**src/rtl/plt_pkg.sv**
```systemverilog
package plt_pkg;

  // Level encoding seen at the lookup port
  typedef enum logic [1:0] {
    LVL_NONE = 2'd0,
    LVL_MED  = 2'd1,
    LVL_MAX  = 2'd2
  } protLvl_e;

  // Strobes from control to the entry storage
  typedef struct packed {
    logic wrEn;    // write the selected slot with ldPc / converted level
    logic dropEn;  // invalidate the selected slot
    logic clrAll;  // invalidate every slot
  } tblStrobe_t;

endpackage

```
**src/rtl/plt_store.sv**
```systemverilog
module plt_store
  import plt_pkg::*;
#(
  parameter int ENTRIES   = 8,
  parameter int PC_W      = 32,
  parameter int SCORE_W   = 7,
  parameter int THR_RESET = 1,
  parameter int LOW_CUT   = 1,
  parameter int HIGH_CUT  = 99
) (
  input  logic               clk,
  input  logic               rstN,
  input  tblStrobe_t         strobe,
  input  logic [ENTRIES-1:0] slotSel,
  input  logic [PC_W-1:0]    ldPc,
  input  logic [SCORE_W-1:0] ldScore,
  input  logic               thrWrEn,
  input  logic [SCORE_W-1:0] thrWrData,
  input  logic               tierMode,
  input  logic [PC_W-1:0]    lkPc,
  output protLvl_e           ldLevel,
  output logic [ENTRIES-1:0] ldMatch,
  output logic [ENTRIES-1:0] validVec,
  output logic [ENTRIES-1:0] lkMatch,
  output logic               lkHit,
  output logic [1:0]         lkLevel
);

  localparam logic [SCORE_W-1:0] THR_INIT = SCORE_W'(THR_RESET);
  localparam logic [SCORE_W-1:0] LOW_C    = SCORE_W'(LOW_CUT);
  localparam logic [SCORE_W-1:0] HIGH_C   = SCORE_W'(HIGH_CUT);

  logic [SCORE_W-1:0] thrQ;
  logic [1:0]         lvlArr [ENTRIES];

  // Runtime threshold register
  always_ff @(posedge clk or negedge rstN) begin
    if (!rstN)        thrQ <= THR_INIT;
    else if (thrWrEn) thrQ <= thrWrData;
  end

  // Score to level conversion, done before the entry is written
  always_comb begin
    if (tierMode) begin
      if (ldScore >= HIGH_C)     ldLevel = LVL_MAX;
      else if (ldScore >= LOW_C) ldLevel = LVL_MED;
      else                       ldLevel = LVL_NONE;
    end else begin
      ldLevel = (ldScore >= thrQ) ? LVL_MAX : LVL_NONE;
    end
  end

  for (genvar g = 0; g < ENTRIES; g++) begin : gEnt
    logic            vQ;
    logic [PC_W-1:0] pcQ;
    logic [1:0]      lvQ;

    always_ff @(posedge clk or negedge rstN) begin
      if (!rstN) begin
        vQ  <= 1'b0;
        pcQ <= '0;
        lvQ <= LVL_NONE;
      end else if (strobe.clrAll) begin
        vQ <= 1'b0;
      end else if (strobe.wrEn && slotSel[g]) begin
        vQ  <= 1'b1;
        pcQ <= ldPc;
        lvQ <= ldLevel;
      end else if (strobe.dropEn && slotSel[g]) begin
        vQ <= 1'b0;
      end
    end

    assign validVec[g] = vQ;
    assign ldMatch[g]  = vQ && (pcQ == ldPc);
    assign lkMatch[g]  = vQ && (pcQ == lkPc);
    assign lvlArr[g]   = lvQ;
  end

  // Lookup: at most one slot matches, so an OR of gated levels suffices
  always_comb begin
    lkLevel = LVL_NONE;
    for (int i = 0; i < ENTRIES; i++) begin
      if (lkMatch[i]) lkLevel = lkLevel | lvlArr[i];
    end
  end

  assign lkHit = |lkMatch;

endmodule

```
**src/rtl/plt_ctrl.sv**
```systemverilog
module plt_ctrl
  import plt_pkg::*;
#(
  parameter int ENTRIES = 8
) (
  input  logic               clk,
  input  logic               rstN,
  input  logic               clrTable,
  input  logic               ldValid,
  input  protLvl_e           ldLevel,
  input  logic [ENTRIES-1:0] ldMatch,
  input  logic [ENTRIES-1:0] validVec,
  output tblStrobe_t         strobe,
  output logic [ENTRIES-1:0] slotSel,
  output logic               overflow
);

  logic               hitAny;
  logic               tblFull;
  logic               isDefault;
  logic               setOvf;
  logic [ENTRIES-1:0] freeSlot;

  assign hitAny    = |ldMatch;
  assign tblFull   = &validVec;
  assign isDefault = (ldLevel == LVL_NONE);
  // lowest clear bit of validVec as a one-hot vector
  assign freeSlot  = ~validVec & (validVec + ENTRIES'(1));

  always_comb begin
    strobe        = '0;
    slotSel       = '0;
    setOvf        = 1'b0;
    strobe.clrAll = clrTable;
    if (!clrTable && ldValid) begin
      if (isDefault) begin
        if (hitAny) begin
          strobe.dropEn = 1'b1;
          slotSel       = ldMatch;
        end
      end else if (hitAny) begin
        strobe.wrEn = 1'b1;
        slotSel     = ldMatch;
      end else if (!tblFull) begin
        strobe.wrEn = 1'b1;
        slotSel     = freeSlot;
      end else begin
        setOvf = 1'b1;
      end
    end
  end

  always_ff @(posedge clk or negedge rstN) begin
    if (!rstN)         overflow <= 1'b0;
    else if (clrTable) overflow <= 1'b0;
    else if (setOvf)   overflow <= 1'b1;
  end

endmodule

```
**src/rtl/prot_level_table.sv**
```systemverilog
module prot_level_table
  import plt_pkg::*;
#(
  parameter int ENTRIES   = 8,
  parameter int PC_W      = 32,
  parameter int SCORE_W   = 7,
  parameter int THR_RESET = 1,
  parameter int LOW_CUT   = 1,
  parameter int HIGH_CUT  = 99
) (
  input  logic               clk,
  input  logic               rstN,
  input  logic               clrTable,
  input  logic               ldValid,
  input  logic [PC_W-1:0]    ldPc,
  input  logic [SCORE_W-1:0] ldScore,
  input  logic               thrWrEn,
  input  logic [SCORE_W-1:0] thrWrData,
  input  logic               tierMode,
  input  logic [PC_W-1:0]    lkPc,
  output logic               lkHit,
  output logic [1:0]         lkLevel,
  output logic               overflow
);

  tblStrobe_t         strobe;
  logic [ENTRIES-1:0] slotSel;
  protLvl_e           ldLevel;
  logic [ENTRIES-1:0] ldMatch;
  logic [ENTRIES-1:0] validVec;
  logic [ENTRIES-1:0] lkMatchVec;

  plt_ctrl #(.ENTRIES(ENTRIES)) ctrl_i (
    .clk      (clk),
    .rstN     (rstN),
    .clrTable (clrTable),
    .ldValid  (ldValid),
    .ldLevel  (ldLevel),
    .ldMatch  (ldMatch),
    .validVec (validVec),
    .strobe   (strobe),
    .slotSel  (slotSel),
    .overflow (overflow)
  );

  plt_store #(
    .ENTRIES  (ENTRIES),
    .PC_W     (PC_W),
    .SCORE_W  (SCORE_W),
    .THR_RESET(THR_RESET),
    .LOW_CUT  (LOW_CUT),
    .HIGH_CUT (HIGH_CUT)
  ) store_i (
    .clk      (clk),
    .rstN     (rstN),
    .strobe   (strobe),
    .slotSel  (slotSel),
    .ldPc     (ldPc),
    .ldScore  (ldScore),
    .thrWrEn  (thrWrEn),
    .thrWrData(thrWrData),
    .tierMode (tierMode),
    .lkPc     (lkPc),
    .ldLevel  (ldLevel),
    .ldMatch  (ldMatch),
    .validVec (validVec),
    .lkMatch  (lkMatchVec),
    .lkHit    (lkHit),
    .lkLevel  (lkLevel)
  );

endmodule

```
**config.mk**
```make
export PLATFORM = sky130hd
export DESIGN_NAME = prot_level_table
export DESIGN_NICKNAME = d
export VERILOG_FILES = /design/src/rtl/plt_pkg.sv /design/src/rtl/plt_store.sv /design/src/rtl/plt_ctrl.sv /design/src/rtl/prot_level_table.sv
export SDC_FILE = /design/constraint.sdc
export NUM_CORES = 1
export LEC_CHECK = 0
export ABC_CLOCK_PERIOD_IN_PS = 3920
export BUFFER_PORTS_ARGS = -buffer_cell sky130_fd_sc_hd__buf_2
export CAP_MARGIN = 15
export CORE_MARGIN = 2
export CORE_UTILIZATION = 63
export CTS_CLUSTER_SIZE = 40
export DETAILED_ROUTE_END_ITERATION = 7
export GPL_TIMING_DRIVEN = 1
export HOLD_SLACK_MARGIN = 0.15
export PLACE_DENSITY = 0.86
export SLEW_MARGIN = 15
export SYNTH_ARGS = -nofsm -noshare
export SYNTH_HDL_FRONTEND = slang
export SYNTH_SLANG_ARGS = --single-unit
```
**constraint.sdc**
```tcl
create_clock -name clk -period 3.92 [get_ports clk]
set_input_delay 0.196 -clock clk [delete_from_list [all_inputs] [get_ports clk]]
set_output_delay 0.196 -clock clk [all_outputs]
set_load 0.02 [all_outputs]
```
---- Word-level counts from Yosys, hierarchy flattened ----
Index checks and enable logic that the tools add are counted.
word-level totals
  output and inout bits ................... 4
  word-level logic and storage cells ...... 164
  register bits after elaboration ......... 288
operators by class
  muxes and demuxes ....................... 53
  $lt $le $gt $ge ......................... 3
  bitwise gates (word level) .............. 10
  add/subtract/negate cells ............... 1
  reduce and logical (&&, ||, !) cells .... 55
  equal/unequal tests ..................... 16
operator list
  operator             count
  $eq 32x32->1         16
  $mux 8               5
  $mux 1               36
  $logic_and 1x1->1    33
  $mux 2               12
  $reduce_bool 3->1    8
  $reduce_and 2->1     8
  $reduce_or 8->1      2
  $or 2x2->2           7
  $add 8x1->8 const B  1
  $and 8x8->8          1
  $not 8->8            1
  $reduce_and 8->1     1
  $ge 7x1->1 const B   1
  $ge 7x7->1           1
  $ge 7x7->1 const B   1
  $logic_not 2->1      1
  $reduce_bool 2->1    1
  $logic_not 1->1      1
  $not 1->1            1

---- Depth between registers and ports, before layout ----
Gate-level depths: netlist of run 1.
  depth in word-level cells ............... 17
  gate-level depth with buffers ........... 14
  gate-level depth less buffers ........... 11

---- Modules after synthesis ----
From an unflattened synthesis of run 1, not the netlist that was laid out.
second synthesis, totals
  cell total of the unflattened synthesis .. 1584
  area total of the unflattened synthesis .. 17528.1 um2
modules (own cells, without submodules)
  module     cells an instance  area each (um2)  instances
  plt_store  1546               17277.8          1
  plt_ctrl   38                 250.2            1

---- Worst setup path before layout of run 1 ----
OpenSTA, ideal clock, no wires.
  path type ............................... flip-flop to flip-flop
  from .................................... register store_i.thrQ[0]
  to ...................................... register store_i.gEnt[6].pcQ[10]
  data arrival time ....................... 2.879 ns
  setup slack ............................. 0.917 ns
  path buffers ............................ 2
  cell stages (with the launch flop) ...... 13
  cell sequence ........................... dfstp_2 ha_1 nand2b_1 a211oi_1 nor3_1 a2bb2oi_1 nor2_1 or2_2 clkbuf_1 a21o_4 a21oi_4 buf_4 mux2_2
on the way
  longest elaborated chain between the ends .. 8
  elaborated cells on any way between the ends .. 10
  those cells by class .................... order compare (1); mux (6); reduce/logical (3)
ends and longest elaborated chain
  what                                     line             source
  start: declaration                       plt_store.sv:33  logic [SCORE_W-1:0] thrQ;
  start signal: assignment                 plt_store.sv:39  else if (thrWrEn) thrQ <= thrWrData;
  $ge 7x7->1 (*)                           plt_store.sv:49  ldLevel = (ldScore >= thrQ) ? LVL_MAX : LVL_NONE;
  $mux 2 (*)                               plt_store.sv:49
  $mux 2 (*)                               plt_store.sv:44  if (tierMode) begin
  $logic_not 2->1 (*)                      plt_ctrl.sv:26   assign isDefault = (ldLevel == LVL_NONE);
  $mux 1 / $mux 8 (equally long branches)  plt_ctrl.sv:36   if (isDefault) begin
  $mux 2 / $mux 8 (equally long branches)  plt_ctrl.sv:35   if (!clrTable && ldValid) begin
  $logic_and 1x1->1 (*)                    plt_store.sv:65  end else if (strobe.wrEn && slotSel[g]) begin
  $reduce_and 2->1 (no line) (*)           --
  end signal: assignment                   plt_store.sv:67  pcQ <= ldPc;
  end: declaration                         plt_store.sv:55  logic [PC_W-1:0] pcQ;
Every way passes the cells marked *; elsewhere a longest branch is shown, timed or not.
A chain may end at the register's enable or synchronous reset.

---- Final worst setup path of run 1 ----
  from .................................... register store_i.gEnt[3].pcQ[31]
  to ...................................... output lkLevel[0]
on the way
  longest elaborated chain between the ends .. 11
ends and longest elaborated chain
  what                      line                    source
  start: declaration        plt_store.sv:55
  start signal: assignment  plt_store.sv:67
  $eq 32x32->1 (*)          plt_store.sv:76         assign lkMatch[g] = vQ && (pcQ == lkPc);
  $logic_and 1x1->1 (*)     plt_store.sv:76
  $mux 2 (*)                plt_store.sv:84         if (lkMatch[i]) lkLevel = lkLevel | lvlArr[i];
  $or 2x2->2                plt_store.sv:84
  $mux 2 (*)                plt_store.sv:84
  $or 2x2->2                plt_store.sv:84
  $mux 2 (*)                plt_store.sv:84
  $or 2x2->2                plt_store.sv:84
  $mux 2 (*)                plt_store.sv:84
  $or 2x2->2                plt_store.sv:84
  $mux 2 (*)                plt_store.sv:84
  end: declaration          prot_level_table.sv:22  output logic [1:0] lkLevel,
Marks and branches as above.

==> results.txt, run 1 <==
The worst hold margin came out at 0.1834 ns. The die outline width came out at 172.5 µm. The required time at the endpoint of the critical path is 3.72 ns.

The placer's final routability congestion estimate came out at 1.069. The arrival time at the worst endpoint came out at 3.38 ns. Routed signal wires occupy layers up through met5. For this run, the total global-route usage over all layers was measured as 0.3992. Synthesis handed over a netlist of 1556 instances. The area growth from synthesis to layout came out at 11.99%. Headroom to the max-slew limit came out at 0.2892. The count of filler cells inserted in the layout is 1853. The master cell of the clock root buffer is clkbuf_16.

With fillers left out, the area of the finished cells amounts to 20040 µm². The number of unique standard cell types used by synthesis came out at 51. The run finished with clean final reports. The count of endpoints failing setup in the final report came out at 0.

The sequential fraction of the synthesis area is 0.4029. The DRC violation total after the first TritonRoute iteration came out at 1813. The final critical-path required period came out at 3.574 ns. The die covers 29760 µm². For the pin with the worst max-slew slack, the measured transition is 1.057 ns.

The share of the clock period used by the worst path after layout is 0.9116. The share of cells above drive strength 1 is 0.2975. The wire length of the first global-routing pass is 88.33 mm. The number of CTS-inserted buffers came out at 34. The slack of the worst reg-to-reg path came out at 0.50 ns. Setup repair after global routing left no endpoint under its margin.

The remaining global-route overflow is 0. The number of storage elements in the synthesis netlist is 288. The die extent in y is 172.5 µm. The end of the worst hold path is store_i.gEnt[3].pcQ[6]$_DFFE_PN0P_.

The worst hold path depth came out at 2. The number of antenna violations at the first check in global routing came out at 0. The max-slew violation count was 0. The worst-skew pair later-pin latency came out at 0.53 ns. The number of antenna diodes is 0. The worst voltage drop across the vdd grid is 0.4010 mV. The synthesized design contains 0 enable-type register cells. The HPWL after detailed placement is 40.21 mm. The static leakage came out at 9.151 nW. The maximum clock rate is 279.8 MHz. The remaining antenna violation count after routing came out at 0.

The via count of the first global-routing pass is 14.20k. The worst hold path belongs to the class primary input to flip-flop. The sum of negative setup slack is 0 ns.

TritonCTS built the clock tree. During placement, the flow inserted port buffers numbering 87. The per-instance average area after synthesis is 11.50 µm². The setup fix buffers added after clock tree synthesis is 0. The critical path startpoint is store_i.gEnt[3].pcQ[31]$_DFFE_PN0P_. The commonest register cell after synthesis is dfrtp_1. For this run, the post-layout net count is 1730.

Of all nets on the critical path, the largest fanout is 3. The startpoint class of the critical path is a flip-flop. The number of failing hold endpoints at the final stage came out at 0. The total power per unit cell area came out at 434.9 nW/µm².

The maximum clock insertion buffer count came out at 3. The final routed DRC violation total is 0. The share of flip-flops with an asynchronous set or reset came out at 1.000. The via-per-instance ratio came out at 6.658. The combined area of all synthesized cells is 17890 µm². In the post-route analysis, the smallest setup slack over all paths is 0.3463 ns. The endpoint type of the worst setup path is an output pin. After detailed routing, the met2 layer carries 25.34 mm of wire.

The clock sink count is 288. The largest net degree at the start of global routing is 115. The routed wire length per instance came out at 29.28 µm.

The wire length the detailed router placed on met1 came out at 21.37 mm. The share of the core filled with cells is 0.7192. The clock tree skew after final layout is 0.01795 ns. The worst flop-to-flop path startpoint is store_i.thrQ[0]$_DFFE_PN1P_. The source of the worst hold timing path is ldPc[6]. The core area is 27860 µm². The number of iterations in the first detailed-routing pass is 6.

In this run the cell area measured after placement is 18660 µm². The worst setup slack after placement came out at 0.4982 ns. Counting cells, the worst reg-to-reg path comes to 11.

The critical path class is flip-flop to output pin. Row generation in the floorplan step produced 61 rows. The destination of the worst register-to-register timing path is store_i.gEnt[5].pcQ[1]$_DFFE_PN0P_. The initial core utilization came out at 0.6422. The number of I/O pins came out at 88. Wire segments on met3 add up to 7.764 mm in the final route.

The number of nets in the synthesized netlist is 1647. The total wire length after detailed routing came out at 59.78 mm. The tool flagged a number of max-cap violations equal to 0. The H-tree was split into 2 levels. The clock transition at the register clock pins on the worst setup and hold paths after CTS is 0.06 ns.

Across all layers, the routed design uses 13.60k vias. For this run, the number of Yosys warnings is 0.
cells in the final DEF, fill, tap and decap left out, types with 3 or more instances in the layout:
cell type / Yosys / layout
mux2_2: 215 / 215
nand2_1: 35 / 35
nand3_1: 31 / 31
clkbuf_1: 37 / 4
clkinvlp_4: 0 / 3
and3_1: 3 / 3
nand3b_1: 3 / 3
ha_1: 7 / 7
dfrtp_1: 287 / 287
nor3_1: 17 / 17
or4_1: 3 / 3
a21o_1: 5 / 3
xnor2_1: 315 / 315
clkinv_2: 0 / 7
o21ai_0: 16 / 16
bufinv_16: 0 / 4
or3_1: 5 / 5
nor4_1: 76 / 76
buf_2: 66 / 86
nand4_1: 85 / 85
clkbuf_8: 0 / 6
mux2_4: 58 / 58
nor2_1: 7 / 7
buf_12: 6 / 8
nand2b_1: 10 / 10
a21oi_4: 2 / 4
buf_4: 9 / 57
nand4b_1: 3 / 3
dlygate4sd3_1: 0 / 22
inv_1: 15 / 15
nor2b_1: 7 / 7
xor2_1: 193 / 193
a22oi_1: 4 / 4
clkbuf_16: 0 / 34
Yosys cell counts (4+ instances only):
cell type | count | area [µm²]
xnor2_1 | 315 | 2759
dfrtp_1 | 287 | 7182
mux2_2 | 215 | 2421
xor2_1 | 193 | 1690
nand4_1 | 85 | 531.8
nor4_1 | 76 | 475.5
buf_2 | 66 | 330.3
mux2_4 | 58 | 870.8
clkbuf_1 | 37 | 138.9
nand2_1 | 35 | 131.4
nand3_1 | 31 | 155.2
nor3_1 | 17 | 85.08
o21ai_0 | 16 | 80.08
inv_1 | 15 | 56.30
nand2b_1 | 10 | 62.56
buf_4 | 9 | 67.56
buf_6 | 9 | 101.4
ha_1 | 7 | 87.58
nor2_1 | 7 | 26.28
nor2b_1 | 7 | 43.79
buf_12 | 6 | 120.1
a21o_1 | 5 | 37.54
or3_1 | 5 | 31.28
a22oi_1 | 4 | 30.03
cells by family (layout without fill, tap and decap cells):
family          after synthesis  count (layout)  synth area share
compound gates               42              42           0.01714
xor+xnor                    508             508            0.2487
fa+ha+maj                     7               7          0.004895
buf+inv                     142             250           0.04553
flops                       288             288            0.4029
mux                         273             273            0.1840
simple gates                296             296           0.09686
sequential cells by signal (all words and copies together) (netlist names):
register	cells
store_i.thrQ	7
store_i.gEnt.vQ	8
store_i.gEnt.lvQ	16
ctrl_i.overflow	1
store_i.gEnt.pcQ	256
worst max-delay path by stage:
stage                                               end  slack, ns  depth (start not counted)
CTS                                          lkLevel[0]       0.49                          8
detailed placement   store_i.gEnt[5].pcQ[6]$_DFFE_PN0P_       0.50                         11
floorplan           store_i.gEnt[6].pcQ[10]$_DFFE_PN0P_       0.92                         12
finish                                       lkLevel[0]       0.35                          8
global placement     store_i.gEnt[5].pcQ[6]$_DFFE_PN0P_       0.57                         11
global route                                 lkLevel[1]       0.34                          8
critical path, cell delays in order, from the launching register on:
cell and delay, ns:
dfrtp_1 0.43, xnor2_1 0.20, nand4_1 0.15, nor4_1 0.38, nand4_1 0.17, nor4_1 0.93
a22oi_1 0.27, nand3_1 0.15, buf_2 0.17
what timing repair did:
item                      4_1_cts  5_1_grt
hold endpoints to repair      125        0
resized for setup               0        0
hold buffers                   22        0
final cells by class:
type	count	area (µm²)	share of cell area
Multi-Input combinational cell	1126	9886	0.4934
Sequential cell	288	7208	0.3597
Timing Repair Buffer	174	1254	0.06257
Clock buffer	44	948.4	0.04733
Tap cell	378	473.0	0.02360
Clock inverter	17	211.5	0.01055
Inverter	15	56.30	0.002810
through the flow:
stage               total power [W]  cells
finish                     0.008714   2042
global route               0.008952   2042
CTS                        0.008649   2042
detailed placement         0.005359   1959
global placement           0.005301   1959
floorplan                  0.004811   1556
power breakdown:
group          switching [W]  internal (W)
Sequential          0.000366       0.00326
Clock                0.00131       0.00198
Combinational       0.000928      0.000867
Total                0.00260       0.00611
per-layer routing:
layer / GRT usage / vias up
met2: 0.5818 / 996
met1: 0.5006 / 6722
met3: 0.1191 / 350
li1: - / 5526
met4: 0.2995 / 2
met5: 0.01603 / -
Power figures use the tool's default switching activity.
==> run 2, diff against run 1 <==
==> constraint.sdc (replaced) <==
create_clock -name clk -period 3.92 [get_ports clk]
set_input_delay 0.588 -clock clk [delete_from_list [all_inputs] [get_ports clk]]
set_output_delay 0.588 -clock clk [all_outputs]
set_load 0.02 [all_outputs]
==> run 2 against run 1 <==
Compared with the run above: the flow now finishes with violations (setup timing); routed wire length increased by 2.7%; clock skew increased by 0.0039 ns; clock power decreased by 5%; core utilization increased by 0.24 points; final cell count increased by 0.59%; sequential power about the same; hold slack improved by 0.095 ns; via count decreased by 0.69%; die area unchanged.
==> results.txt, run 2 (synthesis results as in run 1) <==
The normalized max-slew margin is 0.5360. The critical path in this run is classified as primary input to output pin. The number of cells after detailed placement came out at 1994. Entering global routing, the biggest net connects 66 pins. For this run, design rule violations remaining after detail routing come to 0.

The remaining antenna violation count after routing came out at 0. The quantity of I/O buffers inserted on ports came out at 87. The floorplan step defined a die boundary enclosing 29760 µm².

The clock tree skew after final layout came out at 0.02185 ns. Max-cap violations in this run came to 0. The worst hold margin came out at 0.2783 ns. The area growth from synthesis to layout came out at 12.36%. The path class of the lowest-slack min-delay path is primary input to flip-flop. The worst-case IR drop observed on VDD is 0.4828 mV. The number of nets at the end of the flow came out at 1744. Post-CTS timing repair inserted 0 buffers for setup.

The biggest fanout along the worst timing path came out at 8. The via count of the first global-routing pass is 13.94k. Setup repair after global routing left no endpoint under its margin. Clock latency on the worst-skew pair, taken at its later pin, is 0.53 ns. Clock tree synthesis selected as its root buffer the cell clkbuf_16. The number of antenna diodes in the final layout is 0.

The initial utilization of the core area, before any placement, comes to 0.6422. The worst setup path is captured at an output pin. The transition time at the pin with the least slew margin is 0.6897 ns. The critical path starts at lkPc[22].

The required time at the endpoint of the critical path is 3.33 ns. The worst hold path begins at thrWrData[6]. The static leakage is 9.238 nW.

For the worst flop-to-flop path, the logic depth is 10. Counting flops per register, the top entry is store_i.gEnt.pcQ. The register with the most flip-flops in the layout has 256 of them. The die is 172.5 µm tall. The wire length of the first global-routing pass is 90.00 mm. Leaving out fill and tap cells, the most frequent cells in the layout are xnor2_1 (315), dfrtp_1 (287), mux2_2 (215). The core area came out at 27860 µm². The slack of the worst reg-to-reg path came out at 0.61 ns. The clock transition at the register clock pins on the worst setup and hold paths after CTS came out at 0.05 ns. The count of endpoints failing setup in the final report came out at 2. The DRC violation total after the first TritonRoute iteration came out at 1668.

The setup slack of the critical path after layout came out at -0.02208 ns. The number of levels in the clock H-tree is 2. In the final layout, the registers with the most flip-flops are store_i.gEnt.pcQ (256), store_i.gEnt.lvQ (16), store_i.gEnt.vQ (8). Based on the critical path, the design can be clocked at up to 253.7 MHz. Data on the critical path arrives at its endpoint at 3.35 ns. The number of non-filler instances in the completed layout is 2054. The detailed-placement wirelength estimate is 43.56 mm. The placer's final routability congestion estimate came out at 1.018.

The share of the clock period used by the worst path after layout is 1.006. The post-layout instance area is 20100 µm². For hold timing, the worst endpoint is store_i.thrQ[6]$_DFFE_PN0P_.

The number of CTS-inserted buffers is 34. Dividing the detail-routed wire length by the instance count gives 29.88 µm. The remaining global-route overflow is 0. CTS saw 288 sinks. TritonCTS built the clock tree. The number of iterations in the first detailed-routing pass is 7. The via-per-instance ratio is 6.574. The worst register-to-register path begins at store_i.gEnt[5].pcQ[8]$_DFFE_PN0P_. The final reports fail on setup timing.

Wires add up to 61.38 mm. The placed instances occupy a cell area of 18990 µm². For this design the ratio of total power to cell area is 428.6 nW/µm². Leaving out fill and tap cells, the most frequent cell in the layout is xnor2_1. Across every metal layer, demand over resource in global routing totals 0.4125.

The number of antenna violations at the first check in global routing is 0. The die outline width came out at 172.5 µm. In this run the deepest clock path goes through 3 buffers.

The flow ran to the end, but the final reports show violations. The share of cells above drive strength 1 came out at 0.3132. The total number of placement rows is 61. The number of failing hold endpoints at the final stage came to 0.

The number of I/O pins came out at 88. The worst setup path is launched from a primary input. For the finished layout, the period the worst path requires is 3.942 ns. Counting instances, the worst hold path has a depth of 3.

The max-slew violation count came to 0. The count of filler cells inserted in the layout came out at 1964. The via count came out at 13.50k.

In this run the critical register-to-register path is captured at store_i.gEnt[6].pcQ[25]$_DFFE_PN0P_.
[run 2: layer usage]
layer	wire length (µm)	global-route usage	part of all wire
met1	22170	0.5160	0.36
met3	6821	0.1026	0.11
met5	0	0	0
met2	26800	0.6195	0.44
met4	5587	0.3098	0.091
[run 2: worst max-delay path by stage]
stage | end | cells after the start
6_report | lkLevel[0] | 10
5_1_grt | lkLevel[0] | 9
4_1_cts | lkLevel[0] | 10
3_5_place_dp | lkLevel[0] | 10
3_3_place_gp | lkLevel[0] | 10
2_1_floorplan | store_i.gEnt[6].pcQ[10]$_DFFE_PN0P_ | 13
[run 2: timing repair]
item | 4_1_cts | 5_1_grt
hold endpoints to repair | 58 | 0
endpoints found under the setup margin | 3 | 2
hold buffers | 1 | 0
gates resized for setup | 1 | 1
[run 2: final cells by class]
type	count	area, µm²	area share
multi-input combinational	1126	9898	0.4924
tap	378	473.0	0.02353
clock inverter	10	118.9	0.005913
sequential	288	7208	0.3586
clock buffer	49	967.2	0.04811
inverter	15	56.30	0.002801
timing repair buffer	188	1381	0.06871
[run 2: critical path, stage by stage]
cell and delay [ns]:
buf_2 0.41, xnor2_1 0.23, nand4_1 0.13, nor4_1 0.64, nand4_1 0.25, nor4_2 0.53
buf_4 0.23, a22oi_1 0.07, nand3_1 0.10, buf_2 0.17
[run 2: power by group]
part,switching (W),internal [W],leakage (nW),total [W]
combinational,0.000959,0.000870,4.81,0.00183
clock,0.00129,0.00185,0.537,0.00314
sequential,0.000387,0.00326,3.89,0.00365
total,0.00263,0.00598,9.24,0.00862
[run 2: metrics by stage]
stage | worst slack, ns | setup TNS [ns] | utilization | power (W)
finish | -0.02208 | -0.03728 | 0.7216 | 0.008615
global route | 0.07505 | 0 | 0.7216 | 0.008871
CTS | 0.09933 | 0 | 0.7214 | 0.008568
detailed placement | -0.08052 | -0.1888 | 0.6818 | 0.005448
global placement | -0.08385 | -0.1556 | 0.6818 | 0.005405
floorplan | 0.6620 | 0 | - | 0.004811
==> run 3, diff against run 2 <==
--- a/config.mk
+++ b/config.mk
@@ -18,4 +18,5 @@
 export SLEW_MARGIN = 15
 export SYNTH_ARGS = -nofsm -noshare
 export SYNTH_HDL_FRONTEND = slang
+export SYNTH_HIERARCHICAL = 1
 export SYNTH_SLANG_ARGS = --single-unit
==> run 3 against run 2 <==
Compared with the run above: the run now ends clean; final area increased by 2.4%; sequential power decreased by 13%; total power decreased by 13%; largest cell class unchanged; highest routed layer unchanged.
==> results.txt, run 3 <==
The flow ran to the end, and the final reports show no timing, DRC or antenna violations. store_i/gEnt.pcQ holds more flip-flops than any other register. The area growth from synthesis to layout came out at 17.47%. The number of instances in the synthesized netlist is 1584. The static leakage came out at 9.754 nW. The die outline width came out at 170.8 µm. The path class of the tightest hold or removal check is primary input to flip-flop. Once detail routing completed, the nets flagged for antenna violations numbered 0.

After synthesis the netlist holds a flip-flop and latch count of 288. The path with the worst hold slack has its endpoint at store_i/thrQ[3]$_DFFE_PN0P_. Counting I/O delays and the setup requirement, the final critical path takes 3.850 ns.

The slack of the worst reg-to-reg path is 0.07 ns. The sum of negative setup slack is 0 ns. The placer's final routability congestion estimate came out at 1.139. The synthesized netlist net count came out at 1675.

The worst-skew pair later-pin latency is 0.52 ns. The via-per-instance ratio came out at 6.506. The worst hold path depth is 3. The number of CTS-inserted buffers came out at 34. The startpoint class of the critical path is a flip-flop. The register with the most flip-flops in the layout has 256 of them.

The number of iterations in the first detailed-routing pass came out at 8. After routing the design area is 20590 µm². Setup repair after global routing left no endpoint under its margin.

The biggest fanout along the worst timing path is 29. The largest registers in the layout are store_i/gEnt.pcQ (256), store_i/gEnt.lvQ (16), store_i/gEnt.vQ (8). At the pin with the least slew margin, the transition time is 0.8703 ns. The maximum clock rate is 259.7 MHz. The number of unique standard cell types used by synthesis is 43. The number of antenna violations at the first check in global routing was 2.

The most common cell in the synthesized netlist is xnor2_1. The number of cells after detailed placement came out at 2122. The signal on the critical path passes through xnor2_2 > nand4_1 > nor4_2 > buf_4 > nand4_1 > nor4_2 > buf_4 > nor4_2 > nand2_1 > or4_1 > nor2b_1 > nor2b_1 > buf_4 > nand2_2 > buf_12 > mux2_1. The number of failing hold endpoints at the final stage came out at 0. TritonCTS built the clock tree.

The clock sink count came out at 288. For this design the ratio of total power to cell area is 363.5 nW/µm². The number of levels in the clock H-tree is 2. By count the netlist is led by xnor2_1 (290), dfrtp_1 (287), mux2_2 (224). The share of the core filled with cells is 0.7473. Across the run, the number of max-cap violations was 0. The tree is rooted in a clkbuf_16. The top cell types in the final layout, fill and taps aside, are dfrtp_1 (287), xnor2_1 (285), mux2_2 (224). The worst voltage drop across the vdd grid came out at 0.3440 mV.

The final routed DRC violation total is 0. The required time at the endpoint of the critical path is 4.31 ns. dfrtp_1 takes more of the synthesized area than any other cell. The initial core utilization came out at 0.6362. The slowest stage of the critical path belongs to the cell dfrtp_1. The critical path is of the flip-flop to flip-flop type. The DRC violation total after the first TritonRoute iteration came out at 2098. The first global-routing pass estimated 96.99 mm of wire. The total number of placement rows came out at 61. In this run the count of I/O pins placed on the die edge is 88. The quantity of I/O buffers inserted on ports came out at 87. Data on the critical path arrives at its endpoint at 4.24 ns.

The detailed-placement wirelength estimate came out at 53.27 mm. The number of cell instances on the worst register-to-register path is 16. The via count of the first global-routing pass came out at 13.58k. In the post-synthesis netlist, the biggest area contributors are dfrtp_1 (41%), xnor2_1 (14%), mux2_2 (14%), xor2_1 (11%), nand4_1 (2.9%). The clock tree skew after final layout came out at 0.01726 ns. The library cell used most frequently in the layout, excluding fill and tap cells, is dfrtp_1. The source of the worst hold timing path is thrWrData[3]. In the global route stage, overall resource usage came out at 0.4800. The routed wire length per instance is 31.71 µm. On the worst path, the slowest cell contributes a delay of 0.46 ns. The tightest hold path in the finished design has a slack of 0.2960 ns. The total wire length after detailed routing came out at 69.23 mm. The per-instance average area after synthesis is 11.07 µm². The final layout contains 1872 nets. The placed instance area is 19430 µm². The commonest register cell after synthesis is dfrtp_1. The share of flip-flops with an asynchronous set or reset came out at 1.000.

The routed layout has 14.20k vias. After synthesis the cells add up to 17530 µm². The overall die area is 29170 µm². The share of the clock period used by the worst path after layout is 0.9822.

For this run, the register share of the synthesized area comes to 0.4112. The max-slew violation count came to 0. Entering global routing, the biggest net connects 92 pins.

The warning count from the yosys run came out at 6. Clock-pin slew was measured on the worst setup and hold paths at 0.06 ns. The total overflow left after global routing is 0. In this run the critical register-to-register path is captured at store_i/gEnt[4].pcQ[19]$_DFFE_PN0P_.

The endpoint type of the worst setup path is a flip-flop. The proportion of netlist area held by the largest area contributor is 0.4097. The core area is 27550 µm². The number of flops mapped to enable cells by yosys is 0. The number of non-filler instances in the completed layout came out at 2183. Counting along the longest clock path gives a buffer depth of 3. The count of endpoints failing setup in the final report is 0.

The normalized max-slew margin is 0.4178. The startpoint identified for the worst register-to-register timing path is store_i/gEnt[4].pcQ[25]$_DFFE_PN0P_. Of the cells placed in the final design, the portion with a size suffix greater than 1 is 0.3370. The die extent in y came out at 170.8 µm.
## run 3: changes by cell type after synthesis, moves of 11 or more
cell | previous run | this run
buf_2 | 66 | 55
nand2_1 | 35 | 74
buf_6 | 9 | 26
o21ai_0 | 16 | 50
xor2_1 | 193 | 216
xnor2_1 | 315 | 290
mux2_4 | 58 | 0
buf_4 | 9 | 23
## run 3: layout make-up
type	count	area [µm²]
flip-flops and latches	288	7208
diodes	1	2.502
multi-input cells	1138	9488
fillers	1924	6963
clock inverters	11	70.07
clock buffers	48	984.7
repair buffers	302	2300
well taps	378	473.0
inverters	17	63.81
## run 3: cell families (layout without fill, tap and decap cells)
logic type | after synthesis | after routing | synth area share
compound gates | 82 | 82 | 0.02812
xor+xnor | 507 | 507 | 0.2538
fa+ha+maj | 7 | 7 | 0.004997
buf+inv | 158 | 378 | 0.05382
flops | 288 | 288 | 0.4112
mux | 233 | 233 | 0.1497
other cells | 0 | 1 | 0
simple gates | 309 | 309 | 0.09836
## run 3: worst max-delay path by stage
stage                                        startpoint  slack, ns                                   to  cells after the start
CTS                  store_i/gEnt[5].pcQ[9]$_DFFE_PN0P_       0.02  store_i/gEnt[5].pcQ[22]$_DFFE_PN0P_                     17
global route        store_i/gEnt[4].pcQ[25]$_DFFE_PN0P_      0.009  store_i/gEnt[5].pcQ[22]$_DFFE_PN0P_                     16
finish              store_i/gEnt[4].pcQ[25]$_DFFE_PN0P_       0.07  store_i/gEnt[4].pcQ[19]$_DFFE_PN0P_                     16
floorplan                                      ldPc[22]       0.06  store_i/gEnt[4].pcQ[10]$_DFFE_PN0P_                     18
detailed placement                              ldPc[6]      -0.35  store_i/gEnt[5].pcQ[21]$_DFFE_PN0P_                     18
global placement                                ldPc[6]      -0.44  store_i/gEnt[5].pcQ[17]$_DFFE_PN0P_                     18
## run 3: metrics by stage
stage	power (W)	setup WS, ns
floorplan	0.003824	0.05640
finish	0.007484	0.06982
CTS	0.007428	0.01627
detailed placement	0.004399	-0.3513
global placement	0.004383	-0.4433
global route	0.007642	0.009176
## run 3: where the power goes
part,switching [W],internal (W)
logic,0.000756,0.000492
registers,0.000113,0.00307
clock network,0.00130,0.00176
total,0.00217,0.00531
## run 3: worst max-delay path: cells and delay by family, from the launching register on
family | cells | cell delay (ns)
simple gates | 10 | 1.78
xor+xnor | 1 | 0.31
mux | 1 | 0.33
flops | 1 | 0.46
buf+inv | 4 | 0.80
## run 3: metal layers
layer / track usage / share of wire / up-vias
met5: 0 / 0 / -
met1: 0.6466 / 0.38 / 7098
li1: - / - / 5808
met3: 0.1268 / 0.13 / 257
met4: 0.2943 / 0.078 / 0
met2: 0.6927 / 0.42 / 1039
## run 3: repair_timing
item / 4_1_cts / 5_1_grt
hold endpoints to repair: 55 / 0
endpoints found under the setup margin: 0 / 272
hold buffers: 1 / 0
gates resized for setup: 0 / 14
setup buffers: 0 / 0
